**src/rtl/cdiv_pkg.sv**
```systemverilog
package cdiv_pkg;
    localparam int DATA_W    = 32;
    localparam int ADDR_W    = 4;
    localparam int FIELD_W   = 6;
    localparam int LANE_W    = 8;
    localparam int RATIO_W   = 2;
    localparam logic [ADDR_W-1:0] OFS_CTRL  = 4'h0;
    localparam logic [ADDR_W-1:0] OFS_CTRL2 = 4'h8;
    localparam logic [ADDR_W-1:0] OFS_DIV   = 4'hC;
    localparam int TRIG_BIT  = 24;
    localparam int SEL_LSB   = 20;
    localparam int DRST_LSB  = 8;
    localparam int FAB_LSB   = 16;

    typedef logic [RATIO_W-1:0] ratio_t;

    typedef struct packed {
        logic              wr;
        logic [ADDR_W-1:0] addr;
        logic [DATA_W-1:0] wdata;
    } bus_req_t;

    function automatic ratio_t clamp_ratio(input logic [FIELD_W-1:0] d);
        if (d == '0)
            return ratio_t'(1);
        else if (d > 6'd3)
            return ratio_t'(3);
        else
            return d[RATIO_W-1:0];
    endfunction
endpackage

```
**src/rtl/cdiv_regs.sv**
```systemverilog
module cdiv_regs
    import cdiv_pkg::*;
#(
    parameter int NCORE = 4
) (
    input  logic                      clk,
    input  logic                      rst,
    input  bus_req_t                  req,
    output logic [DATA_W-1:0]         ctrl_q,
    output logic [DATA_W-1:0]         ctrl2_q,
    output logic [NCORE*FIELD_W-1:0]  fields,
    output logic [DATA_W-1:0]         rdata
);
    logic [DATA_W-1:0] div_word;

    always_ff @(posedge clk) begin
        if (rst) begin
            ctrl_q  <= '0;
            ctrl2_q <= '0;
        end else if (req.wr) begin
            if (req.addr == OFS_CTRL)  ctrl_q  <= req.wdata;
            if (req.addr == OFS_CTRL2) ctrl2_q <= req.wdata;
        end
    end

    for (genvar n = 0; n < NCORE; n++) begin : g_field
        always_ff @(posedge clk) begin
            if (rst)
                fields[n*FIELD_W +: FIELD_W] <= FIELD_W'(1);
            else if (req.wr && req.addr == OFS_DIV)
                fields[n*FIELD_W +: FIELD_W] <= req.wdata[n*LANE_W +: FIELD_W];
        end
    end

    always_comb begin
        div_word = '0;
        for (int n = 0; n < NCORE; n++)
            div_word[n*LANE_W +: FIELD_W] = fields[n*FIELD_W +: FIELD_W];
    end

    always_comb begin
        case (req.addr)
            OFS_CTRL:  rdata = ctrl_q;
            OFS_CTRL2: rdata = ctrl2_q;
            OFS_DIV:   rdata = div_word;
            default:   rdata = '0;
        endcase
    end
endmodule

```
**src/rtl/cdiv_trig.sv**
```systemverilog
module cdiv_trig
    import cdiv_pkg::*;
#(
    parameter int NCORE = 4
) (
    input  logic                      clk,
    input  logic                      rst,
    input  logic                      trig_bit,
    input  logic [NCORE-1:0]          sel,
    input  logic [NCORE*FIELD_W-1:0]  fields,
    output logic                      rise,
    output logic [NCORE-1:0]          load,
    output logic [NCORE*RATIO_W-1:0]  targets
);
    logic trig_q;

    always_ff @(posedge clk) begin
        if (rst) trig_q <= 1'b0;
        else     trig_q <= trig_bit;
    end

    assign rise = trig_bit & ~trig_q;
    assign load = {NCORE{rise}} & sel;

    for (genvar n = 0; n < NCORE; n++) begin : g_tgt
        assign targets[n*RATIO_W +: RATIO_W] = clamp_ratio(fields[n*FIELD_W +: FIELD_W]);
    end
endmodule

```
**src/rtl/cdiv_core.sv**
```systemverilog
module cdiv_core
    import cdiv_pkg::*;
(
    input  logic   clk,
    input  logic   rst,
    input  logic   load,
    input  ratio_t load_ratio,
    output logic   en,
    output ratio_t act,
    output logic   pend
);
    ratio_t cnt;
    ratio_t tgt;
    logic   at_end;

    assign at_end = (cnt == ratio_t'(act - ratio_t'(1)));
    assign en     = at_end;

    always_ff @(posedge clk) begin
        if (rst) begin
            cnt  <= '0;
            act  <= ratio_t'(1);
            tgt  <= ratio_t'(1);
            pend <= 1'b0;
        end else begin
            if (at_end) begin
                cnt <= '0;
                if (pend) act <= tgt;
            end else begin
                cnt <= cnt + ratio_t'(1);
            end
            if (load) begin
                pend <= 1'b1;
                tgt  <= load_ratio;
            end else if (at_end) begin
                pend <= 1'b0;
            end
        end
    end
endmodule

```
**src/rtl/cdiv_top.sv**
```systemverilog
module cdiv_top
    import cdiv_pkg::*;
#(
    parameter int NCORE = 4
) (
    input  logic                 clk,
    input  logic                 rst,
    input  logic                 bus_wr,
    input  logic [3:0]           bus_addr,
    input  logic [31:0]          bus_wdata,
    output logic [31:0]          bus_rdata,
    output logic [NCORE-1:0]     core_clk_en,
    output logic [7:0]           dom_rst,
    output logic [5:0]           fabric_ratio,
    output logic                 update_pending
);
    bus_req_t                   req;
    logic [DATA_W-1:0]          ctrl_q;
    logic [DATA_W-1:0]          ctrl2_q;
    logic [NCORE*FIELD_W-1:0]   fields;
    logic                       trig_rise;
    logic [NCORE-1:0]           reload_sel;
    logic [NCORE-1:0]           load_vec;
    logic [NCORE*RATIO_W-1:0]   tgt_flat;
    logic [NCORE*RATIO_W-1:0]   act_flat;
    logic [NCORE-1:0]           pend_vec;

    assign req = '{wr: bus_wr, addr: bus_addr, wdata: bus_wdata};

    cdiv_regs #(.NCORE(NCORE)) regs_i (
        .clk(clk), .rst(rst), .req(req),
        .ctrl_q(ctrl_q), .ctrl2_q(ctrl2_q), .fields(fields), .rdata(bus_rdata)
    );

    assign reload_sel = ctrl_q[SEL_LSB +: NCORE];

    cdiv_trig #(.NCORE(NCORE)) trig_i (
        .clk(clk), .rst(rst), .trig_bit(ctrl_q[TRIG_BIT]), .sel(reload_sel),
        .fields(fields), .rise(trig_rise), .load(load_vec), .targets(tgt_flat)
    );

    for (genvar n = 0; n < NCORE; n++) begin : g_core
        cdiv_core core_i (
            .clk(clk), .rst(rst),
            .load(load_vec[n]),
            .load_ratio(tgt_flat[n*RATIO_W +: RATIO_W]),
            .en(core_clk_en[n]),
            .act(act_flat[n*RATIO_W +: RATIO_W]),
            .pend(pend_vec[n])
        );
    end

    assign dom_rst        = ctrl_q[DRST_LSB +: 8];
    assign fabric_ratio   = ctrl2_q[FAB_LSB +: FIELD_W];
    assign update_pending = |pend_vec;
endmodule

```
**config.mk**
```make
export PLATFORM = sky130hd
export DESIGN_NAME = cdiv_top
export DESIGN_NICKNAME = d
export VERILOG_FILES = /design/src/rtl/cdiv_pkg.sv /design/src/rtl/cdiv_regs.sv /design/src/rtl/cdiv_trig.sv /design/src/rtl/cdiv_core.sv /design/src/rtl/cdiv_top.sv
export SDC_FILE = /design/constraint.sdc
export NUM_CORES = 1
export LEC_CHECK = 0
export BUFFER_PORTS_ARGS = -buffer_cell sky130_fd_sc_hd__buf_2
export CORE_MARGIN = 1
export CORE_UTILIZATION = 56
export CTS_CLUSTER_SIZE = 30
export DETAILED_ROUTE_END_ITERATION = 8
export PLACE_DENSITY = 0.75
export SETUP_SLACK_MARGIN = 0.1
export SLEW_MARGIN = 10
export SYNTH_ARGS = -nofsm -noshare
export SYNTH_HDL_FRONTEND = slang
export SYNTH_SLANG_ARGS = --single-unit
```
**constraint.sdc**
```tcl
create_clock -name clk -period 1.7 [get_ports clk]
set_input_delay 0.34 -clock clk [delete_from_list [all_inputs] [get_ports clk]]
set_output_delay 0.34 -clock clk [all_outputs]
set_load 0.01 [all_outputs]
```
### Word level (Yosys, flattened, before mapping)

Cells that the tools add are included.

| operators by class | value |
|---|---|
| eq/ne operators | 6 |
| bitwise operators | 3 |
| div/mod/pow operators | 0 |
| $mul | 0 |
| magnitude comparators | 4 |
| add/sub/neg operators | 8 |
| mux-type cells | 17 |
| shifts and indexed selects | 0 |
| reductions and logical operators | 21 |

Operators by type and width:

| cell | count |
|---|---|
| $pmux 32 s3 | 1 |
| $gt 6x2->1 const B | 4 |
| $logic_not 6->1 | 4 |
| $mux 2 | 8 |
| $reduce_and 2->1 | 6 |
| $add 2x1->2 const B | 4 |
| $eq 2x2->1 | 4 |
| $eq 4x4->1 const B | 2 |
| $mux 1 | 8 |
| $reduce_bool 2->1 | 4 |
| $reduce_or 2->1 | 4 |
| $sub 2x1->2 const B | 4 |
| $and 4x4->4 | 1 |
| $logic_not 4->1 | 1 |
| $reduce_or 4->1 | 1 |
| $and 1x1->1 | 1 |
| $logic_and 1x1->1 | 1 |
| $not 1->1 | 1 |

| word-level totals | value |
|---|---|
| bits in registers | 117 |
| memory bits (writable) | 0 |
| latch bits | 0 |
| output and inout port bits | 51 |
| memory bits (read-only) | 0 |
| word-level logic and storage cells | 82 |
| memories kept | 0 |
| input bits | 39 |

### Logic depth before layout (Yosys ltp)

Gate-level depths: netlist of the first run.

| depth | value |
|---|---|
| depth after elaboration | 4 |
| gate-level depth with buffers | 5 |
| mapped depth without buffers | 3 |

### By module

A second synthesis of the first run with hierarchy kept.

| second synthesis, totals | value |
|---|---|
| cells, all modules | 584 |
| area total of the unflattened synthesis | 5600.4 sq um |

Modules (own cells, without submodules):

| module | area an instance (sq um) | cells an instance | times used | seq. area each (sq um) |
|---|---|---|---|---|
| cdiv_regs | 4051.4 | 420 | 1 | 1761.7 |
| cdiv_core | 344.1 | 36 | 4 | 140.1 |
| cdiv_trig | 165.2 | 19 | 1 | 20.0 |
| cdiv_top | 7.5 | 1 | 1 | 0.0 |

### Worst setup path after synthesis of the first run

Ideal clock, no wire load.

| timing path | value |
|---|---|
| path kind | in2out |
| start | in bus_addr[2] |
| end | out bus_rdata[24] |
| arrival time | 1.226 ns |
| path slack | 0.134 ns |
| buffers on the path | 1 |
| required time | 1.360 ns |
| stages on the path | 4 |
| path through | nor4b_2 > buf_6 > a222oi_1 > inv_1 |

| on the way | value |
|---|---|
| word-level cells in the longest chain between the ends | 2 |

Ends and longest elaborated chain:

| item | RTL line | RTL |
|---|---|---|
| start, declared | cdiv_top.sv:9 | `input logic [3:0] bus_addr,` |
| $eq 4x4->1 or $logic_not 4->1 (tied branches) | cdiv_regs.sv:42 | `case (req.addr)` |
| $pmux 32 s3 * | cdiv_regs.sv:42 |  |
| end, declared | cdiv_top.sv:11 | `output logic [31:0] bus_rdata,` |

Mark *: on every way between the ends. The rest lies on a longest branch, timed or not.

### Worst setup path in the final report of the first run

| timing path | value |
|---|---|
| start | reg g_core[0].core_i.pend |
| end | out update_pending |

| on the way | value |
|---|---|
| word-level cells in the longest chain between the ends | 1 |

Ends and longest elaborated chain:

| item | RTL line | RTL |
|---|---|---|
| start, declared | cdiv_core.sv:10 | `output logic pend` |
| start signal, assigned | cdiv_core.sv:24 | `pend <= 1'b0;` |
| start signal, assigned | cdiv_core.sv:33 | `pend <= 1'b1;` |
| start signal, assigned | cdiv_core.sv:36 | `pend <= 1'b0;` |
| $reduce_or 4->1 | cdiv_top.sv:55 | `assign update_pending = \|pend_vec;` |
| end, declared | cdiv_top.sv:15 | `output logic update_pending` |

Every way passes these cells.

==> results.ini, run 1 <==
[status]
outcome = complete, but fails checks
violations = design-rule violations, negative setup slack

[run]
max-cap-violations = 0

[synthesis]
synth.distinct_cells = 43
synth_fa_ha_area_share_pct = 0
yosys_warnings = 0
synth_edf_count = 0
synth_top_family_by_area = compound AO/OA/AOI/OAI gates
avgSynthCellArea_sq_um = 8.400
synth_top_area_share_pct = 42.90
ys_top_cells_by_area = dfxtp_1 43%, a21oi_1 8.1%, nand3_1 8.1%
yosys.area_share.xor_xnor_pct = 1.283
syn_inst = 650
async_reset_ff_share_pct = 0
synth.area.mux_share_pct = 1.100
synth_top_cell_by_area = dfxtp_1
ys.flop_type = dfxtp_1
synth_nets = 689
ys_seq_elements = 117
netlist_area_sq_um = 5460
synth-compound-area-share_pct = 24.84
synth_simple_gate_area_share_pct = 19.13
ys_seq_area_share_pct = 42.90

[timing]
max_freq_ghz = 0.5342
worst_slew_pin_slew_ns = 0.6916
worst_clock_skew_ns = 0.005491
hold_viol = 0
maxSlewHeadroom_pct = 53.89
min_period_over_period_pct = 110.1
whs_ns = 0.08339
maxSlewViolCount = 0
setup_tns_ns = -2.341
finalWorstSetupSlack_ns = -0.1721
finalSetupViolations = 35
period_needed_ns = 1.872
rsz0062_at_grt = true

[clocking]
root_buffer = clkbuf_8
htreeDepth = 4
cts_hold_buffers = 0
clk_latency_ns = 0.51
cts_made_buffers = 17
cts.sinks = 117
clock_path_buffers = 2
cts_tree = built
clkSlewWorstSetupHoldPaths_ns = 0.06

[detailed_routing]
num_vias = 5559
drt_iter0_markers = 642
wire_per_inst_microns = 18.32
drc = 3
viasPerCell = 6.239
wirelength_mm = 16.33
first_pass_iters = 9
ant_nets = 0

[finish]
drive_gt1_share_pct = 30.18
fillers = 697
area_growth_pct = 28.25
seqCellArea_sq_um = 2394
multi_input_area_sq_um = 2629
finalNonFillerCells = 891
nets = 788
diodes = 0
post-route-util_pct = 75.08

[grt]
track_usage_pct = 32.63
grt_start_max_net_pins = 64
grt_pass1_vias = 5122
grt_first_pass_wirelength_mm = 25.76
grt-ovfl-total = 0
antenna_found_initial = 0

[critical_path]
rr_worst_depth = 3
path_delay_family = simple AND/OR/NAND/NOR gates
path_class = reg2out
regToRegEndpoint = g_core[1].core_i.tgt[0]
reg2reg_from = regs_i.fields[8]
crit_buf_inv = 1
crit_path_start_kind = flip-flop
cp.depth = 2
regToRegSetupSlack_ns = 0.23
slowest_delay_ns = 0.52
worstPathArrival_ns = 1.53
crit_path_top_delay_cell = or4_1
cp_max_fo = 5
path_cells = or4_1 > buf_2
required_ns = 1.36
crit_path_end_kind = primary output

[worst_hold_path]
min_path_cells = 3
min_to = regs_i.ctrl2_q[6]
hold_start = bus_wdata[6]
hold_path_class = in2reg

[pwr]
p_per_area_nw_per_um2 = 941.6
irDropWorstVdd_mv = 0.5133
finalPower_mw = 6.594
power.leakage_nw = 2.866

[floorplanning]
ios = 90
core-area_sq_um = 9328
die_area_sq_um = 10150
die_x_microns = 100.7
num_rows = 35
die_h_microns = 100.7
start_util_pct = 58.54

[place]
dp.cells = 829
dp_hpwl_mm = 9.942
io_buffers = 89
gp_congestion = 0.8069

## per-stage QoR
step | setup WS (ns) | area (sq um)
after floorplan | 0.1336 | 5460
after global placement | -0.06512 | 6033
after detailed placement | -0.1284 | 6033
after CTS | -0.1798 | 6917
after global routing | -0.2317 | 7003
final | -0.1721 | 7003
## layer usage
layer	up-vias	part of all wire (%)	GRT usage [%]
li1	2579	-	-
met1	2626	39	42.41
met2	320	49	51.69
met3	34	9.9	9.154
met4	0	1.7	12.15
met5	-	0	0
## Yosys cell counts, types with 8 or more instances
| cell type | count |
|---|---|
| nand3_1 | 88 |
| a222oi_1 | 24 |
| buf_2 | 10 |
| buf_6 | 10 |
| a22o_1 | 8 |
| nand2b_1 | 14 |
| nor2_1 | 11 |
| o21ai_1 | 14 |
| inv_1 | 30 |
| o21ai_0 | 74 |
| clkbuf_1 | 35 |
| nor3_1 | 18 |
| a21oi_1 | 88 |
| dfxtp_1 | 117 |
| buf_4 | 24 |
## kinds of logic (layout without fill, tap and decap cells)
logic type / after synthesis / count (layout)
buffers and inverters: 109 / 221
XOR/XNOR: 8 / 8
flip-flops: 117 / 117
AND/OR/NAND/NOR: 180 / 180
AO/OA/AOI/OAI: 230 / 230
multiplexers: 6 / 6
## state kept, by name, indices dropped and copies added, names as in the netlist
name                cells
g_core.core_i.cnt       8
g_core.core_i.tgt       8
g_core.core_i.pend      4
trig_i.trig_q           1
g_core.core_i.act       8
regs_i.ctrl_q          32
regs_i.fields          24
regs_i.ctrl2_q         32
## power by group
part           leakage, nW  total [mW]  internal [mW]  switching [mW]
Clock                0.250        3.16           1.83            1.32
Sequential           0.960        2.82           2.78          0.0440
Combinational         1.66       0.614          0.265           0.349
Total                 2.87        6.59           4.88            1.72
## worst reg2reg max path, stage by stage (launching register included)
cell and delay [ns]:
dfxtp_1 0.33, or4_1 0.60, nor4_1 0.32, o21bai_1 0.11
## cell usage in the layout, fill, tap and decap left out, types with 5 or more instances in the layout
| cell | n |
|---|---|
| dfxtp_1 | 92 |
| nand2b_1 | 14 |
| a222oi_1 | 24 |
| nand3_1 | 88 |
| nor3_1 | 18 |
| clkbuf_16 | 16 |
| buf_2 | 82 |
| nand3b_1 | 6 |
| a21oi_1 | 88 |
| buf_4 | 58 |
| and3b_1 | 6 |
| o21ai_0 | 74 |
| o21ai_1 | 14 |
| buf_6 | 6 |
| nor2_1 | 10 |
| inv_1 | 30 |
| buf_12 | 8 |
| a22o_1 | 8 |
| clkinvlp_4 | 5 |
| dfxtp_2 | 17 |
| or4_1 | 5 |
| dfxtp_4 | 8 |
## cell type report
class                           count  share of cell area, %
Multi-Input combinational cell    424                  37.54
Sequential cell                   117                  34.18
Timing Repair Buffer              159                  16.76
Clock buffer                       18                  6.110
Tap cell                          129                  2.305
Inverter                           30                  1.608
Clock inverter                     14                  1.501
## worst max path at each step
stage / from / end / slack [ns]
after global routing: g_core[0].core_i.cnt[1] / core_clk_en[0] / -0.23
final: g_core[0].core_i.pend / update_pending / -0.17
after CTS: g_core[0].core_i.cnt[1] / core_clk_en[0] / -0.18
after global placement: bus_addr[2] / bus_rdata[29] / -0.07
after floorplan: bus_addr[2] / bus_rdata[24] / 0.13
after detailed placement: bus_addr[2] / bus_rdata[4] / -0.13
## timing repair
| item | 4_1_cts | 5_1_grt |
|---|---|---|
| setup endpoints to repair | 37 | 37 |
| setup buffers | 22 | 7 |
| gates cloned | 3 | 0 |
| resized for setup | 47 | 15 |
| pin swaps | 20 | 26 |
(Power assumes the default switching activity.)
==> run 2, diff against run 1 <==
--- a/config.mk
+++ b/config.mk
@@ -7,10 +7,11 @@
 export LEC_CHECK = 0
 export BUFFER_PORTS_ARGS = -buffer_cell sky130_fd_sc_hd__buf_2
 export CORE_MARGIN = 1
-export CORE_UTILIZATION = 56
+export CORE_UTILIZATION = 51
 export CTS_CLUSTER_SIZE = 30
 export DETAILED_ROUTE_END_ITERATION = 8
-export PLACE_DENSITY = 0.75
+export HOLD_SLACK_MARGIN = 0.02
+export PLACE_DENSITY = 0.82
 export SETUP_SLACK_MARGIN = 0.1
 export SLEW_MARGIN = 10
 export SYNTH_ARGS = -nofsm -noshare
==> constraint.sdc (replaced) <==
create_clock -name clk -period 1.6 [get_ports clk]
set_input_delay 0.32 -clock clk [delete_from_list [all_inputs] [get_ports clk]]
set_output_delay 0.32 -clock clk [all_outputs]
set_load 0.01 [all_outputs]
==> run 2 against run 1 <==
Against the previous run:
- the flow finishes with violations (negative setup slack)
- first-iteration DRC count increased by 35%
- clock-buffer cell count increased by 5
- worst setup slack got worse by 0.13 ns
- sequential share of layout area decreased by 0.88 points
- flip-flop and latch count unchanged
- sequential power increased by 6%
- clock skew increased by 0.012 ns
- total power increased by 18%
- final cell count increased by 1.3%
- worst hold slack got worse by 0.025 ns
- largest cell class unchanged
- largest power group unchanged
==> results.ini, run 2 (synthesis gave the netlist of run 1 again) <==
[grt]
grt_start_max_net_pins = 49
grt_first_pass_wirelength_mm = 27.25
met1_usage_pct = 36.99
grt-ovfl-total = 0
grt-busiest-layer = met2
use_met2_pct = 51.32
grt_pass1_vias = 5560
grtUsageMet3_pct = 8.658
antenna_found_initial = 0
track_usage_pct = 31.05

[timing]
maxSlewHeadroom_pct = 65.91
finalSetupViolations = 37
period_needed_ns = 1.898
rsz0062_at_grt = true
setup_tns_ns = -6.166
min_period_over_period_pct = 118.6
hold_viol = 0
worst_slew_pin_slew_ns = 0.5114
max_freq_ghz = 0.5268
maxSlewViolCount = 0
worst_clock_skew_ns = 0.01741
whs_ns = 0.05807
finalWorstSetupSlack_ns = -0.2982

[critical_path]
crit_path_start_kind = input pin
regToRegSetupSlack_ns = 0.18
reg2reg_from = regs_i.fields[23]
critPathLaunch = bus_addr[3]
cp_max_fo = 9
path_cells = buf_8 > nor4b_4 > buf_6 > buf_8 > a222oi_1 > inv_1 > buf_2
slowest_delay_ns = 0.52
crit_path_top_delay_cell = a222oi_1
regToRegEndpoint = g_core[3].core_i.tgt[0]
required_ns = 1.28
crit_path_end_kind = primary output
rr_worst_depth = 3
worstPathArrival_ns = 1.58
cp_common_cell = buf_8
crit_end = bus_rdata[1]
path_class = in2out

[finish]
area_growth_pct = 31.99
drive_gt1_share_pct = 31.42
finalNonFillerCells = 903
seqCellArea_sq_um = 2400
post-route-util_pct = 69.50
nets = 793
fin_area_sq_um = 7207
multi_input_area_sq_um = 2629
reg_top3 = regs_i.ctrl2_q: 32 flops, regs_i.ctrl_q: 32 flops, regs_i.fields: 24 flops
fillers = 784
diodes = 0
final_cell_mix = 88 x nand3_1, 88 x a21oi_1, 83 x dfxtp_1, 83 x buf_2, 74 x o21ai_0

[clocking]
clk_latency_ns = 0.53
cts.sinks = 117
htreeDepth = 4
cts_tree = built
clock_path_buffers = 2
clkSlewWorstSetupHoldPaths_ns = 0.05
cts_hold_buffers = 0
root_buffer = clkbuf_8
cts_made_buffers = 17

[floorplanning]
die_h_microns = 105.5
die_area_sq_um = 11120
start_util_pct = 52.65
num_rows = 37
die_x_microns = 105.5
ios = 90
core-area_sq_um = 10370

[pwr]
irDropWorstVdd_mv = 0.8050
power_frac_comb_pct = 8.3
finalPower_mw = 7.781
p_seq_share_pct = 38.6
power_switching_mw = 1.746
p_int_mw = 6.035
pwr-share-clk_pct = 53.1
p_sw_share_pct = 22.44
p_per_area_nw_per_um2 = 1080
power.leakage_nw = 2.974

[detailed_routing]
viasPerCell = 6.388
wirelength_mm = 17.24
first_pass_iters = 7
wire_per_inst_microns = 19.09
ant_nets = 0
drc = 0
drt_iter0_markers = 864
num_vias = 5768

[status]
violations = negative setup slack
outcome = complete, but fails checks

[place]
place_area_sq_um = 6090
dp.cells = 839
pre_cts_slack_ns = -0.2721
gp_congestion = 0.7819
dp_hpwl_mm = 10.14
io_buffers = 89

[worst_hold_path]
hold_path_class = in2reg

[run]
max-cap-violations = 0

[run 2: cell types whose count changed in the layout (fill, tap and decap cells not counted), moves of 4 or more]
cell | previous run | this run
clkinvlp_4 | 5 | 1
dfxtp_1 | 92 | 83
dfxtp_2 | 17 | 28
buf_4 | 58 | 51
buf_12 | 8 | 12
buf_6 | 6 | 14
bufinv_16 | 0 | 5
[run 2: metal layers]
layer / vias up / wire (microns)
li1: 2583 / -
met3: 79 / 1816
met2: 403 / 8367
met4: 0 / 589
met1: 2703 / 6467
met5: - / 0
[run 2: power groups by stage]
| stage | logic [mW] | clock network (mW) | registers, mW |
|---|---|---|---|
| CTS | 0.616 | 4.12 | 3.00 |
| detailed placement | 0.554 | 0 | 3.06 |
| global route | 0.681 | 4.27 | 3.01 |
| global placement | 0.538 | 0 | 3.06 |
| finish | 0.645 | 4.13 | 3.00 |
| floorplan | 0.333 | 0 | 3.04 |
[run 2: how the worst min path moves through the flow]
stage	from	end	slack (ns)	depth (start not counted)
finish	bus_wdata[0]	regs_i.ctrl2_q[0]	0.06	3
global placement	regs_i.ctrl_q[26]	regs_i.ctrl_q[26]	0.46	2
detailed placement	regs_i.ctrl2_q[0]	regs_i.ctrl2_q[0]	0.47	2
CTS	bus_wdata[30]	regs_i.ctrl_q[30]	0.05	3
global route	bus_wdata[10]	regs_i.fields[8]	0.06	3
floorplan	regs_i.ctrl_q[29]	regs_i.ctrl_q[29]	0.45	2
[run 2: layout make-up]
type / count / share of cell area (%)
Multi-Input combinational cell: 424 / 36.48
Sequential cell: 117 / 33.30
Timing Repair Buffer: 164 / 17.43
Clock buffer: 23 / 6.476
Clock inverter: 9 / 2.396
Tap cell: 136 / 2.361
Inverter: 30 / 1.563
[run 2: repair_timing]
| item | CTS | global route |
|---|---|---|
| setup buffers | 26 | 5 |
| pin swaps | 18 | 26 |
| setup endpoints to repair | 37 | 37 |
| resized for setup | 59 | 25 |
| gates cloned | 3 | 0 |
[run 2: worst max-delay path, delay by kind of cell]
| family | cells | cell delay, ns |
|---|---|---|
| AO/OA/AOI/OAI | 1 | 0.52 |
| buffers and inverters | 5 | 0.61 |
| AND/OR/NAND/NOR | 1 | 0.12 |
==> run 3, diff against run 2 <==
--- a/config.mk
+++ b/config.mk
@@ -5,13 +5,13 @@
 export SDC_FILE = /design/constraint.sdc
 export NUM_CORES = 1
 export LEC_CHECK = 0
-export BUFFER_PORTS_ARGS = -buffer_cell sky130_fd_sc_hd__buf_2
+export BUFFER_PORTS_ARGS = -buffer_cell sky130_fd_sc_hd__buf_4
 export CORE_MARGIN = 1
-export CORE_UTILIZATION = 51
+export CORE_UTILIZATION = 56
 export CTS_CLUSTER_SIZE = 30
 export DETAILED_ROUTE_END_ITERATION = 8
 export HOLD_SLACK_MARGIN = 0.02
-export PLACE_DENSITY = 0.82
+export PLACE_DENSITY = 0.76
 export SETUP_SLACK_MARGIN = 0.1
 export SLEW_MARGIN = 10
 export SYNTH_ARGS = -nofsm -noshare
==> constraint.sdc (replaced) <==
create_clock -name clk -period 2.1 [get_ports clk]
set_input_delay 0.42 -clock clk [delete_from_list [all_inputs] [get_ports clk]]
set_output_delay 0.42 -clock clk [all_outputs]
set_load 0.01 [all_outputs]
==> run 3 against run 2 <==
Against the previous run:
- the flow now finishes without violations
- worst setup slack improved by 0.40 ns
- clock power decreased by 31%
- critical path depth decreased by 1
- design area decreased by 6.1%
- global-route usage decreased by 0.12 points
- first-iteration DRC count decreased by 30%
- clock-buffer cell count decreased by 2
- sequential power decreased by 24%
- total power decreased by 29%
- sequential share of layout area increased by 1.6 points
- largest power group unchanged
==> results.ini, run 3 (synthesis gave the netlist of run 1 again) <==
[critical_path]
crit_path_start_kind = input pin
required_ns = 1.68
cp_common_cell = buf_4
crit_path_end_kind = primary output
crit_path_top_delay_cell = nor4b_4
crit_buf_inv = 4
regToRegSetupSlack_ns = 0.74
path_cells = buf_4 > nor4b_4 > clkbuf_16 > a222oi_1 > inv_1 > buf_4
rr_worst_depth = 3
regToRegEndpoint = g_core[1].core_i.tgt[0]
worstPathArrival_ns = 1.58
path_class = in2out
cp_max_fo = 16
reg2reg_from = regs_i.fields[8]
slowest_delay_ns = 0.44
path_delay_family = buffers and inverters

[timing]
worst_slew_pin_slew_ns = 0.8958
maxSlewHeadroom_pct = 40.28
max_freq_ghz = 0.4995
worst_clock_skew_ns = 0.007874
whs_ns = 0.1893
period_needed_ns = 2.002
hold_viol = 0
finalSetupViolations = 0
maxSlewViolCount = 0
min_period_over_period_pct = 95.33
finalWorstSetupSlack_ns = 0.09803
setup_tns_ns = 0
rsz0062_at_grt = true

[place]
place_area_sq_um = 6028
dp_hpwl_mm = 9.026
gp_congestion = 0.8002
io_buffers = 89
pre_cts_slack_ns = 0.1444

[clocking]
clk_latency_ns = 0.50
clock_path_buffers = 2
clkSlewWorstSetupHoldPaths_ns = 0.06
cts.sinks = 117
cts_tree = built
cts_hold_buffers = 0
root_buffer = clkbuf_8
htreeDepth = 4
cts_made_buffers = 17

[floorplanning]
num_rows = 35
die_area_sq_um = 10150
core-area_sq_um = 9328
ios = 90
die_x_microns = 100.7
start_util_pct = 58.54
die_h_microns = 100.7

[detailed_routing]
drt_iter0_markers = 601
first_pass_iters = 6
viasPerCell = 6.282
ant_nets = 0
wire_per_inst_microns = 18.08
drc = 0
num_vias = 5283
wirelength_mm = 15.21

[grt]
grt_pass1_vias = 4992
grt_start_max_net_pins = 85
grt-ovfl-total = 0
grt_first_pass_wirelength_mm = 24.61
antenna_found_initial = 0
track_usage_pct = 30.93

[finish]
nets = 740
layout_commonest_cell = dfxtp_1
area_growth_pct = 23.99
final_cell_mix = 109 x dfxtp_1, 105 x buf_4, 88 x nand3_1, 88 x a21oi_1, 74 x o21ai_0
reg_top3 = regs_i.ctrl2_q: 32 flops, regs_i.ctrl_q: 32 flops, regs_i.fields: 24 flops
fin_area_sq_um = 6770
drive_gt1_share_pct = 23.03
diodes = 0

[pwr]
finalPower_mw = 5.555
irDropWorstVdd_mv = 0.5204
power.leakage_nw = 2.642
p_per_area_nw_per_um2 = 820.4

[run]
max-cap-violations = 0

[worst_hold_path]
min_path_cells = 3
hold_start = bus_wdata[7]
hold_path_class = in2reg
min_to = regs_i.ctrl_q[7]

[status]
outcome = finished clean

## run 3: final cells by class
cell class | instances | area [sq um]
clock buffers | 21 | 459.2
clock inverters | 9 | 127.6
fillers | 712 | 2557
inverters | 30 | 112.6
multi-input cells | 424 | 2636
flip-flops and latches | 117 | 2360
well taps | 129 | 161.4
repair buffers | 111 | 913.4
## run 3: worst max-delay path by stage
stage                             from              to  slack (ns)  cells past startpoint
2_1_floorplan              bus_addr[2]   bus_rdata[24]        0.37                      4
3_5_place_dp               bus_addr[3]    bus_rdata[0]        0.14                      6
5_1_grt                    bus_addr[3]   bus_rdata[17]        0.05                      6
6_report                   bus_addr[0]   bus_rdata[24]         0.1                      6
3_3_place_gp               bus_addr[3]   bus_rdata[19]        0.19                      6
4_1_cts        g_core[2].core_i.cnt[1]  core_clk_en[2]        0.05                      3
## run 3: through the flow
| step | utilization, % | instances |
|---|---|---|
| 3_5_place_dp | 64.63 | 804 |
| 4_1_cts | 71.78 | 837 |
| 2_1_floorplan | - | 650 |
| 3_3_place_gp | 64.63 | 804 |
| 6_report | 72.58 | 841 |
| 5_1_grt | 72.58 | 841 |
## run 3: layer usage
metal	part of all wire (%)	vias to the layer above	global-route usage, %	wire length, microns
li1	-	2469	-	-
met1	41	2527	40.03	6161
met2	48	262	51.05	7264
met3	9.5	25	6.727	1440
met4	2.2	0	10.81	342
met5	0	-	0	0
## run 3: power by group
part	leakage [nW]	total (mW)	switching, mW	internal, mW
clock	0.282	2.83	0.953	1.88
combinational	1.41	0.432	0.257	0.175
sequential	0.950	2.29	0.0373	2.25
## run 3: tightest hold or removal path: cells and delay by family
family / cells / cell delay, ns
buffers and inverters: 1 / 0.11
AND/OR/NAND/NOR: 1 / 0.06
AO/OA/AOI/OAI: 1 / 0.05
## run 3: repair_timing
| action | CTS | global route |
|---|---|---|
| pin swaps | 1 | 4 |
| gates resized for setup | 12 | 9 |
| buffers inserted | 3 | 3 |
| cloned | 0 | 1 |
| endpoints found under the setup margin | 5 | 10 |
